## src/rtl/uart_rx_pkg.sv

```systemverilog
package uart_rx_pkg;

    localparam int DATA_W    = 9;
    localparam int BIT_IDX_W = 4;
    localparam int MIN_BITS  = 5;

    typedef enum logic [1:0] {
        PAR_NONE = 2'd0,
        PAR_EVEN = 2'd1,
        PAR_ODD  = 2'd2,
        PAR_RSVD = 2'd3
    } parity_e;

    typedef enum logic [2:0] {
        ST_IDLE,
        ST_START,
        ST_DATA,
        ST_PARITY,
        ST_STOP,
        ST_GAP
    } rx_state_e;

    typedef struct packed {
        logic [DATA_W-1:0] data;
        logic              perr;
        logic              ferr;
    } rx_result_t;

    function automatic logic vote3(input logic a, input logic b, input logic c);
        return (a & b) | (a & c) | (b & c);
    endfunction

    function automatic logic [BIT_IDX_W-1:0] clamp_bits(input logic [BIT_IDX_W-1:0] n);
        if (n < BIT_IDX_W'(MIN_BITS)) return BIT_IDX_W'(MIN_BITS);
        if (n > BIT_IDX_W'(DATA_W))   return BIT_IDX_W'(DATA_W);
        return n;
    endfunction

endpackage

```

## src/rtl/uart_rx_sync.sv

```systemverilog
module uart_rx_sync #(
    parameter int STAGES = 2
) (
    input  logic clk,
    input  logic rst,
    input  logic din,
    output logic dout
);
    logic [STAGES-1:0] chain;

    generate
        for (genvar i = 0; i < STAGES; i++) begin : g_stage
            always_ff @(posedge clk) begin
                if (rst) chain[i] <= 1'b1;
                else if (i == 0) chain[i] <= din;
                else chain[i] <= chain[(i == 0) ? 0 : i-1];
            end
        end
    endgenerate

    assign dout = chain[STAGES-1];
endmodule

```

## src/rtl/uart_rx_sampler.sv

```systemverilog
module uart_rx_sampler #(
    parameter int OS_NORMAL = 16,
    parameter int OS_FAST   = 8
) (
    input  logic clk,
    input  logic rst,
    input  logic tick,
    input  logic line,
    input  logic double_speed,
    input  logic restart,
    input  logic run,
    output logic vote_done,
    output logic vote_val,
    output logic bit_end
);
    import uart_rx_pkg::*;

    localparam int CW = $clog2(OS_NORMAL + 1);

    logic [CW-1:0] cnt;
    logic [CW-1:0] idx;
    logic [CW-1:0] last;
    logic [CW-1:0] vote_hi;
    logic [1:0]    hist;

    assign idx     = cnt + 1'b1;
    assign last    = double_speed ? CW'(OS_FAST) : CW'(OS_NORMAL);
    assign vote_hi = double_speed ? CW'(OS_FAST / 2 + 2) : CW'(OS_NORMAL / 2 + 2);

    assign vote_done = run && tick && (idx == vote_hi);
    assign bit_end   = run && tick && (idx == last);
    assign vote_val  = vote3(hist[1], hist[0], line);

    always_ff @(posedge clk) begin
        if (rst) begin
            cnt  <= '0;
            hist <= 2'b11;
        end else begin
            if (tick) hist <= {hist[0], line};
            if (restart) cnt <= CW'(1);
            else if (run && tick) cnt <= (idx == last) ? '0 : idx;
        end
    end

    assert_cnt_in_bit_R2: assert property (@(posedge clk) disable iff (rst)
        run |-> (cnt < last));

    assert_vote_before_end_R4: assert property (@(posedge clk) disable iff (rst)
        vote_done |-> !bit_end);
endmodule

```

## src/rtl/uart_rx_ctrl.sv

```systemverilog
module uart_rx_ctrl (
    input  logic                               clk,
    input  logic                               rst,
    input  logic                               tick,
    input  logic                               line,
    input  logic                               double_speed,
    input  logic [uart_rx_pkg::BIT_IDX_W-1:0]  nbits,
    input  logic [1:0]                         pmode,
    input  logic                               vote_done,
    input  logic                               vote_val,
    input  logic                               bit_end,
    output logic                               restart,
    output logic                               run,
    output logic                               valid,
    output uart_rx_pkg::rx_result_t            result
);
    import uart_rx_pkg::*;

    rx_state_e               state;
    logic [BIT_IDX_W-1:0]    bit_idx;
    logic [DATA_W-1:0]       shreg;
    logic                    par_acc;
    logic                    perr_acc;
    logic                    par_on;
    logic [BIT_IDX_W-1:0]    nb_eff;

    assign nb_eff  = clamp_bits(nbits);
    assign par_on  = (pmode == PAR_EVEN) || (pmode == PAR_ODD);
    assign restart = (state == ST_IDLE) && tick && !line;
    assign run     = (state == ST_START) || (state == ST_DATA) ||
                     (state == ST_PARITY) || (state == ST_STOP);

    always_ff @(posedge clk) begin
        if (rst) begin
            state    <= ST_IDLE;
            bit_idx  <= '0;
            shreg    <= '0;
            par_acc  <= 1'b0;
            perr_acc <= 1'b0;
            valid    <= 1'b0;
            result   <= '0;
        end else begin
            valid <= 1'b0;
            case (state)
                ST_IDLE: begin
                    if (restart) begin
                        state    <= ST_START;
                        bit_idx  <= '0;
                        shreg    <= '0;
                        par_acc  <= 1'b0;
                        perr_acc <= 1'b0;
                    end
                end
                ST_START: begin
                    if (vote_done && vote_val) state <= ST_IDLE;
                    else if (bit_end)          state <= ST_DATA;
                end
                ST_DATA: begin
                    if (vote_done) begin
                        shreg[bit_idx] <= vote_val;
                        par_acc        <= par_acc ^ vote_val;
                    end
                    if (bit_end) begin
                        if (bit_idx == nb_eff - 1'b1) begin
                            bit_idx <= '0;
                            state   <= par_on ? ST_PARITY : ST_STOP;
                        end else begin
                            bit_idx <= bit_idx + 1'b1;
                        end
                    end
                end
                ST_PARITY: begin
                    if (vote_done) perr_acc <= par_acc ^ vote_val ^ (pmode == PAR_ODD);
                    if (bit_end)   state <= ST_STOP;
                end
                ST_STOP: begin
                    if (vote_done) begin
                        valid       <= 1'b1;
                        result.data <= shreg;
                        result.perr <= par_on && perr_acc;
                        result.ferr <= !vote_val;
                        state       <= double_speed ? ST_GAP : ST_IDLE;
                    end
                end
                ST_GAP: begin
                    if (tick) state <= ST_IDLE;
                end
                default: state <= ST_IDLE;
            endcase
        end
    end

    assert_false_start_R5: assert property (@(posedge clk) disable iff (rst)
        (state == ST_START && vote_done && vote_val) |=> (state == ST_IDLE));

    assert_valid_pulse_R10: assert property (@(posedge clk) disable iff (rst)
        valid |=> !valid);

    assert_ferr_with_strobe_R7: assert property (@(posedge clk) disable iff (rst)
        $rose(result.ferr) |-> valid);

    assert_perr_with_strobe_R6: assert property (@(posedge clk) disable iff (rst)
        $rose(result.perr) |-> valid);

    assert_gap_double_R9: assert property (@(posedge clk) disable iff (rst)
        (state == ST_GAP) |-> double_speed);
endmodule

```

## src/rtl/uart_rx_recover.sv

```systemverilog
module uart_rx_recover #(
    parameter int SYNC_STAGES = 2,
    parameter int OS_NORMAL   = 16,
    parameter int OS_FAST     = 8
) (
    input  logic       clk,
    input  logic       rst,
    input  logic       rx_async,
    input  logic       sample_tick,
    input  logic       double_speed,
    input  logic [3:0] data_bits,
    input  logic [1:0] parity_mode,
    output logic [8:0] rx_data,
    output logic       rx_valid,
    output logic       parity_err,
    output logic       frame_err
);
    import uart_rx_pkg::*;

    logic       line_s;
    logic       restart;
    logic       run;
    logic       vote_done;
    logic       vote_val;
    logic       bit_end;
    rx_result_t result;

    uart_rx_sync #(.STAGES(SYNC_STAGES)) u_sync (
        .clk  (clk),
        .rst  (rst),
        .din  (rx_async),
        .dout (line_s)
    );

    uart_rx_sampler #(.OS_NORMAL(OS_NORMAL), .OS_FAST(OS_FAST)) u_sampler (
        .clk          (clk),
        .rst          (rst),
        .tick         (sample_tick),
        .line         (line_s),
        .double_speed (double_speed),
        .restart      (restart),
        .run          (run),
        .vote_done    (vote_done),
        .vote_val     (vote_val),
        .bit_end      (bit_end)
    );

    uart_rx_ctrl u_ctrl (
        .clk          (clk),
        .rst          (rst),
        .tick         (sample_tick),
        .line         (line_s),
        .double_speed (double_speed),
        .nbits        (data_bits),
        .pmode        (parity_mode),
        .vote_done    (vote_done),
        .vote_val     (vote_val),
        .bit_end      (bit_end),
        .restart      (restart),
        .run          (run),
        .valid        (rx_valid),
        .result       (result)
    );

    assign rx_data    = result.data;
    assign parity_err = result.perr;
    assign frame_err  = result.ferr;
endmodule

```

## config.mk

```make
export PLATFORM = sky130hd
export DESIGN_NAME = uart_rx_recover
export DESIGN_NICKNAME = d
export VERILOG_FILES = /design/src/rtl/uart_rx_pkg.sv /design/src/rtl/uart_rx_sync.sv /design/src/rtl/uart_rx_sampler.sv /design/src/rtl/uart_rx_ctrl.sv /design/src/rtl/uart_rx_recover.sv
export SDC_FILE = /design/constraint.sdc
export NUM_CORES = 1
export LEC_CHECK = 0
export BUFFER_PORTS_ARGS = -buffer_cell sky130_fd_sc_hd__buf_2
export CELL_PAD_IN_SITES_DETAIL_PLACEMENT = 1
export CELL_PAD_IN_SITES_GLOBAL_PLACEMENT = 1
export CORE_MARGIN = 5
export CORE_UTILIZATION = 50
export CTS_BUF_LIST = sky130_fd_sc_hd__clkbuf_8
export DETAILED_ROUTE_END_ITERATION = 12
export MAX_ROUTING_LAYER = met4
export PLACE_DENSITY_LB_ADDON = 0.1
export SKIP_LAST_GASP = 1
export SYNTH_ARGS = -nofsm -noshare
export SYNTH_HDL_FRONTEND = slang
export SYNTH_SLANG_ARGS = --single-unit
```

## constraint.sdc

```tcl
create_clock -name clk -period 5.1 [get_ports clk]
set_input_delay 0.255 -clock clk [delete_from_list [all_inputs] [get_ports clk]]
set_output_delay 0.255 -clock clk [all_outputs]
set_load 0.01 [all_outputs]
```

==> flow_summary.json, run 1 <==
{
  "io_pins": 23,
  "syn_inst": 251,
  "wl_per_cell_um": 16.03,
  "n_antenna_cell": 0,
  "final_cells": 320,
  "firstDrtPassIters": 4,
  "antenna_found_initial": 0,
  "synth_area_um2": 2210,
  "dpl_worst_slack_ps": 2060,
  "fin_crit_sh_pct": 60.29,
  "arrival_ps": 3240,
  "critPathCaptureType": "register",
  "initial_core_util_pct": 51.10,
  "via_count": 1833,
  "ys_ff_latch": 39,
  "yosysUniqueCellTypes": 56,
  "grt_pass1_wl_um": 8935,
  "synthFlopType": "dfxtp_1",
  "slew_headroom_pct": 46.73,
  "dp.cells": 312,
  "die_width_um": 76.48,
  "dieArea_um2": 5848,
  "drive_gt1_share_pct": 16.04,
  "status": "finished, final reports clean",
  "internal_power_uw": 520.0,
  "critPathSlowestCell": "and4_1",
  "die_h_um": 76.48,
  "maxCapViolations": 0,
  "cts_resized": 0,
  "clkLatencyLatePin_ps": 290,
  "htreeDepth": 2,
  "cts.hold.buffers_added": 0,
  "syn_to_final_growth_pct": 10.87,
  "gp_congestion": 0.8859,
  "n_fill_cell": 532,
  "hpwlAfterDp_um": 3848,
  "final-max-slew-violation-count": 0,
  "overflow": 0,
  "clk_pin_slew_ps": 80,
  "rsz0062_at_grt": "false",
  "wirelength_um": 5131,
  "async_reset_ff_share_pct": 0,
  "rows": 24,
  "required_ps": 5260,
  "max-vdd-ir-drop_v": 0.0001564,
  "power_frac_clock_pct": 45.8,
  "slowest_delay_ps": 710,
  "synth_warnings": 0,
  "hold_class": "in -> reg",
  "tightest_slew_ps": 799.1,
  "hold_viol_final": 0,
  "post_cts_buffers": 0,
  "p_switching_uw": 140.7,
  "seq_power_share_pct": 47.2,
  "synth_edf_count": 0,
  "ys_seq_area_share_pct": 35.33,
  "clock-root-buffer": "clkbuf_8",
  "fin_worst_skew_ps": 7.804,
  "final_util_pct": 56.66,
  "track_usage_pct": 18.76,
  "cts_buffer_depth": 2,
  "path_buf_inv": 0,
  "cts_made_buffers": 5,
  "clock.fmax_ghz": 0.3252,
  "io_buffers": 22,
  "power_frac_comb_pct": 7.0,
  "power.leakage_uw": 0.0009495,
  "swShare_pct": 21.29,
  "path_delay_family": "simple AND/OR/NAND/NOR gates",
  "totalPowerFinal_uw": 660.7,
  "start_kind": "register",
  "cts_tree": "done",
  "final_critical_path_setup_slack_ps": 2025,
  "cts_sinks": 39,
  "drt_iter0_markers": 57,
  "ant_nets": 0,
  "synth_area_per_cell_um2": 8.803,
  "setup_tns_ps": 0,
  "drc": 0,
  "critical_path.cell_chain": "or3b_4, a21boi_4, nand3_1, a21oi_2, and4_1, mux2i_1, nor2_1",
  "grt_max_degree": 39,
  "synth_fp_nets": 270,
  "final-setup-viol-count": 0,
  "nNetsFinal": 286,
  "core_area_um2": 4324,
  "p_per_area_nw_per_um2": 269.7,
  "path_class": "reg -> reg",
  "drt-vias-per-instance": 5.728,
  "worstPathMaxFanout": 13,
  "min_period_ps": 3075,
  "grt_pass1_vias": 1892
}
[final cells by class]
class                           count  area [um2]  area share (%)
Multi-Input combinational cell    192        1335           54.49
Sequential cell                    39       780.7           31.87
Timing Repair Buffer               22       110.1           4.494
Clock buffer                        5       68.82           2.809
Tap cell                           52       65.06           2.656
Clock inverter                      3       63.81           2.605
Inverter                            7       26.28           1.073
[routing by layer]
metal,global-route usage [%],up-vias,share of wire (%)
li1,-,934,-
met1,23.75,868,50
met2,29.62,24,45
met3,4.846,7,3.2
met4,5.070,0,1.3
met5,-,-,0
[registers in the layout (all words and copies together), names as in the netlist]
signal and flops:
u_ctrl.bit_idx 4, u_ctrl.par_acc 1, u_ctrl.perr_acc 1, u_ctrl.result 11
u_ctrl.shreg 9, u_ctrl.state 3, u_ctrl.valid 1, u_sampler.cnt 5
u_sampler.hist 2, u_sync.chain 1, u_sync.dout 1
[per-stage QoR]
stage,hold WS (ps),instance area (um2)
after floorplan,358.8,2210
after global placement,409.0,2317
after detailed placement,405.4,2317
after CTS,140.4,2450
after global routing,134.7,2450
final,147.6,2450
[power by group through the flow]
stage | clock [uW] | combinational (uW) | sequential (uW)
2_1_floorplan | 0 | 34.2 | 317
3_3_place_gp | 0 | 45.7 | 319
3_5_place_dp | 0 | 46.4 | 319
4_1_cts | 311 | 46.6 | 312
5_1_grt | 331 | 51.0 | 312
6_report | 303 | 46.1 | 312
[cell usage in the layout, fill, tap and decap left out, types with 9 or more instances in the layout]
cell type   n
dfxtp_1    39
nor2_1     36
buf_2      22
a21oi_1    16
mux2i_1    11
nand2b_1   11
nor3_1      9
[cells in the mapped netlist (all sizes together), types with 3 or more instances]
master   number  area (um2)
a211oi        3       27.52
a21oi        17       88.84
buf           3       30.02
clkbuf       10       37.54
dfxtp        39       780.8
ha            8       100.1
inv           7       26.28
mux2i        11       110.1
nand2         7       26.28
nand2b       11       68.82
nand3         3       15.01
nand4         4       25.02
nor2         37       141.4
nor2b         6       37.54
nor3          9       45.04
nor3b         3       22.52
o21ai         8       40.04
o2bb2ai       8       70.07
or3b          3       28.78
xnor2         7       61.31
xor2          7       61.31
[worst reg2reg max path, delay by kind of cell (launching register included)]
kind               cells  cell delay [ps]
and+or+nand+nor        4             1380
DFF                    1              550
AOI/OAI and AO/OA      2              730
muxes                  1              290
[path summary, 6_finish.rpt]
check / from / to / slack, ps / cells after the start
setup reg to reg: u_ctrl.state[2] / u_ctrl.result[7] / 2020 / 7
hold reg to reg: u_sync.chain[0] / u_sync.dout / 420 / 1
setup / recovery: u_ctrl.state[2] / u_ctrl.result[7] / 2020 / 7
hold / removal: rx_async / u_sync.chain[0] / 150 / 2
[cells by family (layout without fill, tap and decap cells)]
| kind of cell | count (synthesis) | in the layout | share of synthesized area [%] |
|---|---|---|---|
| adders and majority gates | 9 | 9 | 4.983 |
| DFF | 39 | 39 | 35.33 |
| xor gates and xnor gates | 14 | 14 | 5.549 |
| AOI/OAI and AO/OA | 62 | 62 | 20.73 |
| muxes | 11 | 11 | 4.983 |
| buffers and inverters | 20 | 37 | 4.247 |
| and+or+nand+nor | 96 | 96 | 24.18 |
Note: power is estimated with default switching activity, not from simulation.
==> run 2: changes to the inputs <==
- CORE_UTILIZATION: 50 -> 42
- clock period: 5.1 -> 2.7 ns (I/O delays scaled with it)
==> flow_summary.json, run 2 (same netlist as run 1, synthesis figures left out) <==
{
  "final_common_cell": "dfxtp_1",
  "io_pins": 23,
  "reg2reg_depth": 9,
  "maxCapViolations": 0,
  "firstDrtPassIters": 4,
  "power.leakage_uw": 0.0009597,
  "post_cts_buffers": 0,
  "clock.fmax_ghz": 0.4058,
  "rsz0062_at_grt": "false",
  "fin_worst_skew_ps": 6.363,
  "wl_per_cell_um": 15.12,
  "worstPathMaxFanout": 12,
  "p_per_area_nw_per_um2": 433.9,
  "htreeDepth": 2,
  "die_width_um": 82.53,
  "n_fill_cell": 624,
  "fin_crit_sh_pct": 91.27,
  "gp_congestion": 0.7818,
  "rows": 26,
  "via_count": 1877,
  "final-setup-viol-count": 0,
  "final_critical_path_setup_slack_ps": 235.6,
  "syn_to_final_growth_pct": 12.85,
  "regMostFlops": "u_ctrl.result",
  "wirelength_um": 5217,
  "status": "finished, final reports clean",
  "clkLatencyLatePin_ps": 300,
  "min_period_ps": 2464,
  "grt_max_degree": 39,
  "hold_class": "in -> reg",
  "path_class": "reg -> reg",
  "drt-vias-per-instance": 5.441,
  "initial_core_util_pct": 43.26,
  "final_cells": 345,
  "final-max-slew-violation-count": 0,
  "dieArea_um2": 6811,
  "cts_sinks": 39,
  "met2_usage_pct": 26.20,
  "grt_util_met3_pct": 3.796,
  "ant_nets": 0,
  "largest_reg_flops": 11,
  "use_met1_pct": 24.85,
  "hpwlAfterDp_um": 3786,
  "cts_resized": 0,
  "top_regs": "u_ctrl.result x11, u_ctrl.shreg x9, u_sampler.cnt x5",
  "hold-path-cell-count": 2,
  "io_buffers": 22,
  "final_util_pct": 48.82,
  "die_h_um": 82.53,
  "critPathCaptureType": "register",
  "hold_slack_ps": 17.03,
  "tightest_slew_ps": 741.1,
  "antenna_found_initial": 0,
  "clk_pin_slew_ps": 80,
  "overflow": 0,
  "start_kind": "register",
  "core_area_um2": 5107,
  "cts.hold.buffers_added": 0,
  "nNetsFinal": 293,
  "setup_tns_ps": 0,
  "drc": 0,
  "grt_pass1_vias": 1895,
  "cts_tree": "done",
  "n_antenna_cell": 0,
  "dp.cells": 337,
  "slew_headroom_pct": 50.59,
  "drt_iter0_markers": 42,
  "dpl_worst_slack_ps": 253.1,
  "max-vdd-ir-drop_v": 0.0001593,
  "arrival_ps": 2630,
  "drive_gt1_share_pct": 18.55,
  "hold_viol_final": 0,
  "required_ps": 2870,
  "busiest_layer": "met2",
  "layout_common_cells": "dfxtp_1 (39), nor2_1 (36), buf_2 (22), a21oi_1 (16)",
  "grt_pass1_wl_um": 9135,
  "cts_buffer_depth": 2,
  "track_usage_pct": 18.03,
  "cts_made_buffers": 5,
  "clock-root-buffer": "clkbuf_8"
}
==> run 2: changes by cell type in the layout (fill, tap and decap cells not counted), sizes merged <==
cell      previous run  this run
clkinvlp             0         2
clkinv               0         1
bufinv               2         0
inv                  8         7
buf                 22        29
==> run 2: worst paths after layout <==
| check | start | end | slack (ps) |
|---|---|---|---|
| worst max-delay path | u_sampler.cnt[0] | u_ctrl.result[2] | 240 |
| worst min-delay path | rx_async | u_sync.chain[0] | 20 |
| worst max register to register | u_sampler.cnt[0] | u_ctrl.result[2] | 240 |
| worst min register to register | u_sync.chain[0] | u_sync.dout | 420 |
==> run 2: power by group <==
group,internal [uW],switching (uW),total (uW)
clock network,180,225,405
registers,581,7.61,588
logic,37.3,51.6,88.9
total,798,284,1080
==> run 2: critical path, stage by stage, from the launching register on <==
cell,delay [ps]
dfxtp_1,360
ha_1,250
nor2b_1,150
or3_1,350
a21o_1,190
a21oi_2,310
and4_1,300
buf_12,160
mux2i_1,200
nor2_1,50
==> run 2: layout make-up <==
type	instances	area, um2	area share, %
Clock buffer	5	68.82	2.760
Inverter	7	26.28	1.054
Multi-Input combinational cell	192	1335	53.54
Clock inverter	3	20.02	0.8028
Sequential cell	39	780.7	31.31
Tap cell	70	87.58	3.512
Timing Repair Buffer	29	175.2	7.025
==> run 2: layer usage <==
metal  share of wire [%]  vias to the layer above
li1                    -                      944
met1                  52                      894
met2                  43                       34
met3                 3.6                        5
met4                0.94                        0
met5                   0                        -
==> run 2: per-stage QoR <==
step	instance area [um2]	power [uW]
after CTS	2494	1106
after floorplan	2210	663.2
after global routing	2494	1152
after global placement	2405	690.3
final	2494	1082
after detailed placement	2405	691.2
